### config.mk
export PLATFORM = sky130hd
export DESIGN_NAME = fan_pwm_gen
export DESIGN_NICKNAME = d
export VERILOG_FILES = /design/src/rtl/fpwm_pkg.sv /design/src/rtl/fpwm_prof_mux.sv /design/src/rtl/fpwm_prescale.sv /design/src/rtl/fpwm_period.sv /design/src/rtl/fan_pwm_gen.sv
export SDC_FILE = /design/constraint.sdc
export NUM_CORES = 1
export LEC_CHECK = 0
export BUFFER_PORTS_ARGS = -buffer_cell sky130_fd_sc_hd__buf_2
export CAP_MARGIN = 20
export CORE_MARGIN = 3
export CORE_UTILIZATION = 42
export DETAILED_ROUTE_END_ITERATION = 6
export GPL_TIMING_DRIVEN = 0
export SYNTH_ARGS = -nofsm -noshare
export SYNTH_HDL_FRONTEND = slang
export SYNTH_SLANG_ARGS = --single-unit
### constraint.sdc
create_clock -name clk -period 8.4 [get_ports clk]
set_input_delay 1.26 -clock clk [delete_from_list [all_inputs] [get_ports clk]]
set_output_delay 1.26 -clock clk [all_outputs]
set_load 0.01 [all_outputs]
### src/rtl/fpwm_pkg.sv
package fpwm_pkg;
    localparam int unsigned HI_W   = 4;
    localparam int unsigned LO_W   = 4;
    localparam int unsigned PER_W  = 8;
    localparam int unsigned SEL_W  = 2;
    // widest power-of-two stage count: 2^(2^HI_W - 1) - 1
    localparam int unsigned HCNT_W = (1 << HI_W) - 1;
    localparam int unsigned LDIV_W = LO_W + 1;

    typedef struct packed {
        logic [HI_W-1:0]  hi;
        logic [LO_W-1:0]  lo;
        logic [PER_W-1:0] per;
    } prof_t;

    typedef struct packed {
        prof_t            prof;
        logic [PER_W-1:0] rise;
        logic [PER_W-1:0] fall;
    } shadow_t;

    // linear stage ratio: 1 for a zero code, otherwise twice the code
    function automatic logic [LDIV_W-1:0] lo_div_of(input logic [LO_W-1:0] code);
        return (code == '0) ? LDIV_W'(1) : {code, 1'b0};
    endfunction
endpackage

### src/rtl/fpwm_prof_mux.sv
module fpwm_prof_mux
    import fpwm_pkg::*;
#(
    parameter int unsigned N_PROF = 3
) (
    input  prof_t [N_PROF-1:0] profs_i,
    input  logic  [SEL_W-1:0]  sel_i,
    output prof_t              prof_o
);
    // selector values past the last profile fall back to profile 0
    always_comb begin
        prof_o = profs_i[0];
        for (int i = 1; i < N_PROF; i++) begin
            if (sel_i == SEL_W'(i)) prof_o = profs_i[i];
        end
    end
endmodule

### src/rtl/fpwm_prescale.sv
module fpwm_prescale
    import fpwm_pkg::*;
(
    input  logic            clk,
    input  logic            rst_n,
    input  logic            run_i,
    input  logic [HI_W-1:0] hi_code_i,
    input  logic [LO_W-1:0] lo_code_i,
    output logic            tick_o
);
    localparam int unsigned HT_W = HCNT_W + 1;

    typedef struct packed {
        logic [HCNT_W-1:0] hcnt;
        logic [LDIV_W-1:0] lcnt;
    } pre_st_t;

    pre_st_t st_d, st_q;

    logic [HT_W-1:0]   hspan;
    logic [HCNT_W-1:0] hmax;
    logic [LDIV_W-1:0] lmax;
    logic              hwrap;

    always_comb begin
        hspan  = HT_W'(1) << hi_code_i;
        hmax   = HCNT_W'(hspan - HT_W'(1));
        lmax   = lo_div_of(lo_code_i) - LDIV_W'(1);
        hwrap  = (st_q.hcnt == hmax);
        tick_o = run_i && hwrap && (st_q.lcnt == lmax);

        st_d = st_q;
        if (!run_i) begin
            st_d = '0;
        end else if (hwrap) begin
            st_d.hcnt = '0;
            st_d.lcnt = (st_q.lcnt == lmax) ? '0 : st_q.lcnt + LDIV_W'(1);
        end else begin
            st_d.hcnt = st_q.hcnt + HCNT_W'(1);
        end
    end

    always_ff @(posedge clk) begin
        if (!rst_n) st_q <= '0;
        else        st_q <= st_d;
    end

    // power-of-two stage never passes its terminal count
    a_r2_hcnt_range: assert property (@(posedge clk) disable iff (!rst_n)
        st_q.hcnt <= hmax);
    // linear stage never passes its terminal count
    a_r3_lcnt_range: assert property (@(posedge clk) disable iff (!rst_n)
        st_q.lcnt <= lmax);
    // stopped prescaler is cleared on the next edge
    a_r7_pre_clear: assert property (@(posedge clk) disable iff (!rst_n)
        !run_i |=> (st_q.hcnt == '0 && st_q.lcnt == '0));
endmodule

### src/rtl/fpwm_period.sv
module fpwm_period
    import fpwm_pkg::*;
(
    input  logic    clk,
    input  logic    rst_n,
    input  logic    en_i,
    input  logic    tick_i,
    input  shadow_t live_i,
    output shadow_t shd_o,
    output logic    pwm_o
);
    typedef struct packed {
        logic [PER_W-1:0] cnt;
        shadow_t          shd;
        logic             pwm;
    } per_st_t;

    per_st_t st_d, st_q;

    logic             wrap;
    logic [PER_W:0]   fall_eff;
    logic             level;

    always_comb begin
        wrap     = tick_i && (st_q.cnt == st_q.shd.prof.per);
        // a zero fall point moves the fall past the last count
        fall_eff = (st_q.shd.fall == '0) ? ({1'b0, st_q.shd.prof.per} + (PER_W+1)'(1))
                                         : {1'b0, st_q.shd.fall};
        level    = (st_q.cnt >= st_q.shd.rise) && ({1'b0, st_q.cnt} < fall_eff);

        st_d = st_q;
        if (!en_i) begin
            st_d.cnt = '0;
            st_d.shd = live_i;
            st_d.pwm = 1'b0;
        end else begin
            if (tick_i) st_d.cnt = wrap ? '0 : st_q.cnt + PER_W'(1);
            if (wrap)   st_d.shd = live_i;
            st_d.pwm = level;
        end
    end

    always_ff @(posedge clk) begin
        if (!rst_n) st_q <= '0;
        else        st_q <= st_d;
    end

    assign shd_o = st_q.shd;
    assign pwm_o = st_q.pwm;

    // period counter stays inside 0..P
    a_r4_cnt_range: assert property (@(posedge clk) disable iff (!rst_n)
        st_q.cnt <= st_q.shd.prof.per);
    // shadows hold while running between boundaries
    a_r9_shadow_hold: assert property (@(posedge clk) disable iff (!rst_n)
        (en_i && !wrap) |=> $stable(st_q.shd));
    // rise 0 with fall 0 drives the output high
    a_r6_full_duty: assert property (@(posedge clk) disable iff (!rst_n)
        (en_i && st_q.shd.rise == '0 && st_q.shd.fall == '0) |=> st_q.pwm);
    // disabled generator drives low on the next edge
    a_r7_off_low: assert property (@(posedge clk) disable iff (!rst_n)
        !en_i |=> !st_q.pwm);
    // rise point beyond the period keeps the output low
    a_r10_late_rise: assert property (@(posedge clk) disable iff (!rst_n)
        (en_i && st_q.shd.rise > st_q.shd.prof.per) |=> !st_q.pwm);
endmodule

### src/rtl/fan_pwm_gen.sv
module fan_pwm_gen
    import fpwm_pkg::*;
#(
    parameter int unsigned N_PROF = 3
) (
    input  logic                      clk,
    input  logic                      rst_n,
    input  logic                      enable_i,
    input  logic [SEL_W-1:0]          type_sel_i,
    input  logic [N_PROF*HI_W-1:0]    prof_hi_i,
    input  logic [N_PROF*LO_W-1:0]    prof_lo_i,
    input  logic [N_PROF*PER_W-1:0]   prof_per_i,
    input  logic [PER_W-1:0]          rise_i,
    input  logic [PER_W-1:0]          fall_i,
    output logic                      pwm_o
);
    prof_t [N_PROF-1:0] profs;
    prof_t              sel_prof;
    shadow_t            live;
    shadow_t            shd;
    logic               tick;

    for (genvar g = 0; g < N_PROF; g++) begin : g_prof
        assign profs[g].hi  = prof_hi_i[g*HI_W +: HI_W];
        assign profs[g].lo  = prof_lo_i[g*LO_W +: LO_W];
        assign profs[g].per = prof_per_i[g*PER_W +: PER_W];
    end

    fpwm_prof_mux #(.N_PROF(N_PROF)) u_mux (
        .profs_i (profs),
        .sel_i   (type_sel_i),
        .prof_o  (sel_prof)
    );

    assign live.prof = sel_prof;
    assign live.rise = rise_i;
    assign live.fall = fall_i;

    fpwm_prescale u_pre (
        .clk       (clk),
        .rst_n     (rst_n),
        .run_i     (enable_i),
        .hi_code_i (shd.prof.hi),
        .lo_code_i (shd.prof.lo),
        .tick_o    (tick)
    );

    fpwm_period u_per (
        .clk    (clk),
        .rst_n  (rst_n),
        .en_i   (enable_i),
        .tick_i (tick),
        .live_i (live),
        .shd_o  (shd),
        .pwm_o  (pwm_o)
    );
endmodule

==> flow_metrics.tcl <==
set metrics [dict create \
    grt_pass1_vias 3960 \
    regToRegSetupSlack_ps 4230 \
    vias_per_cell 5.490 \
    synth_edf_count 0 \
    tritoncts "built" \
    ys_ff_latch 61 \
    h-tree-depth 3 \
    async_flop_share 0 \
    final_cell_area_um2 5124 \
    fin_util 0.5101 \
    drtPass1Iterations 4 \
    antenna_found_initial 0 \
    clkTransAtPathRegs_ps 60 \
    r2r_cells 14 \
    setup_tns_ps 0 \
    die_h_um 109.0 \
    worst_hold_slack_ps 464.9 \
    period_minus_slack_ps 4169 \
    startpoint_type "register" \
    synth_top_area_cell "dfxtp_1" \
    die_x_um 109.0 \
    area_delta_synth_final_pct 15.09 \
    grt_pass1_wl_mm 18.95 \
    leakage_uw 0.002121 \
    grt_overflow 0 \
    fmax_ghz 0.2399 \
    synth.most_common_cell "nand2_1" \
    wire_per_inst_um 15.03 \
    yosysWarnings 0 \
    ys_top_cells_by_count "nand2_1, dfxtp_1, mux2i_1, nor2_1, o211ai_1" \
    coreArea_um2 10040 \
    relSlewSlack 0.5311 \
    fin_nets 708 \
    rr_startpoint "u_per.shd_o[28]" \
    gp_congestion 0.9368 \
    cts_setup_buffers 0 \
    cts_hold_buf 0 \
    hold_viol 0 \
    crit_start "u_per.shd_o[28]" \
    start_util 0.4432 \
    pre_cts_ws_ps 4282 \
    cellPowerDensity_nw_per_um2 138.5 \
    synth_nets 629 \
    worstPathRequired_ps 8610 \
    crit_path_max_fanout 10 \
    synth_ff_type "dfxtp_1" \
    cp-end-kind "register" \
    hp-class "register to register" \
    dpl.hpwl_mm 8.848 \
    cts_sinks 61 \
    insertion_delay_ps 340 \
    grtUsageTotal 0.1996 \
    rsz0062_at_grt "no" \
    crit_type "register to register" \
    port_buffers 68 \
    core.rowCount 36 \
    peakVddDrop_mv 0.07194 \
    netlist_area_um2 4452 \
    grt_max_degree 11 \
    setup_viol 0 \
    status "finished, final reports clean" \
    diodes 0 \
    die_area_um2 11870 \
    numCtsBuffers 9 \
    endpoint "u_pre.st_q[11]" \
    maxCapViolations 0 \
    wl_mm 11.35 \
    drv_slew 0 \
    io_pins 70 \
    num_vias 4145 \
    synth.distinct_cells 61 \
    syn_area_per_cell_um2 8.244 \
    yosys.area.top_type_share 0.2743 \
    clockBufferDepth 2 \
    clock_skew_ps 3.242 \
    dpl-instance-area_um2 4959 \
    cts-resized-gates 0 \
    worstReg2RegEnd "u_pre.st_q[11]" \
    layout_setup_ws_ps 4231 \
    drc 0 \
    synthCells 540 \
    seq_area_frac_synth 0.2743 \
    root_buffer "clkbuf_8" \
    finalCritPeriodShare 0.4963 \
    drive_above_1_share 0.1849 \
    worstMarginPinSlew_ps 698.0 \
    synth_area_leaders "dfxtp_1, mux2i_1, nand2_1, ha_1, mux2_2" \
    drt_first_iter_violations 206 \
    cp.arrival_ps 4380 \
    ant_nets 0 \
]
## registers in the layout, indices dropped and copies added, names as in the netlist
name	cells
u_per.st_q	8
u_per.pwm_o	1
u_per.shd_o	32
u_pre.st_q	20
## worst min path at each step
stage,cells after the start,start,endpoint,slack [ps]
6_report,2,u_per.shd_o[10],u_per.shd_o[10],460
5_1_grt,2,u_per.shd_o[13],u_per.shd_o[13],490
4_1_cts,2,u_per.shd_o[10],u_per.shd_o[10],470
3_5_place_dp,2,u_per.shd_o[11],u_per.shd_o[11],460
3_3_place_gp,2,u_per.shd_o[11],u_per.shd_o[11],450
2_1_floorplan,2,u_per.shd_o[10],u_per.shd_o[10],440
## per-layer routing
layer  up-vias  routed length (um)  GRT usage  part of all wire
li1       2105                   -          -                 -
met1      1918                5369     0.2645              0.47
met2       108                5273     0.3289              0.46
met3        14                 556    0.03493             0.049
met4         0                 148    0.06312             0.013
met5         -                   0          0                 0
## cell families (layout without fill, tap and decap cells)
| group | Yosys count | in the layout | share of synthesized area |
|---|---|---|---|
| AOI/OAI and AO/OA | 91 | 91 | 0.1439 |
| xor gates and xnor gates | 39 | 39 | 0.07673 |
| adders and majority gates | 20 | 20 | 0.05621 |
| buffers and inverters | 51 | 133 | 0.05565 |
| DFF | 61 | 61 | 0.2743 |
| muxes | 68 | 68 | 0.1577 |
| and+or+nand+nor | 210 | 210 | 0.2355 |
## critical path: stages (launching register included)
cell and delay, ps:
dfxtp_1 450, buf_2 330, inv_1 100, or4_1 540, ha_1 190, clkbuf_1 220
xnor2_1 250, xnor2_1 110, a2111oi_0 400, o2111ai_1 340, or2_1 310, buf_6 140
nand2_1 140, clkbuf_1 360, nor2_1 140
## metrics by stage
stage	total power, uW	std cells
after floorplan	438.0	540
after global placement	482.8	741
after detailed placement	486.5	741
after CTS	717.7	755
after global routing	750.8	755
final	709.8	755
## cells in the final DEF (no fill, tap or decap), types with 3 or more instances in the layout
cell type and n:
xnor2_1 20, a211oi_1 4, o2111ai_1 3, nor3b_1 3
nand4_1 6, a2111oi_0 4, mux2i_1 51, nand3_1 18
inv_1 15, nor4_1 6, nand2b_1 6, or3_1 5
and2_1 3, clkbuf_8 11, a21o_1 3, or4_1 5
nor4b_1 6, o21a_1 3, buf_6 6, o21ai_0 9
nor3_1 9, ha_1 20, o31ai_1 5, clkbuf_1 21
mux2_2 17, and3_1 6, a21oi_1 18, nor2_1 35
nand2_1 84, nor2b_1 4, o211ai_1 22, buf_2 74
a31oi_1 3, buf_1 3, dfxtp_1 61, xor2_1 19
## report_power, final
part / internal, uW / switching [uW]
clock network: 119 / 110
registers: 302 / 14.9
logic: 77.4 / 86.9
## cell type report
| class | count | area (um2) |
|---|---|---|
| fillers | 1001 | 4921 |
| multi-input cells | 428 | 2983 |
| flip-flops and latches | 61 | 1221 |
| repair buffers | 68 | 340.3 |
| plain buffers | 36 | 191.4 |
| well taps | 133 | 166.4 |
| clock buffers | 12 | 155.1 |
| inverters | 15 | 56.30 |
| clock inverters | 2 | 10.01 |
(Power assumes the default switching activity.)
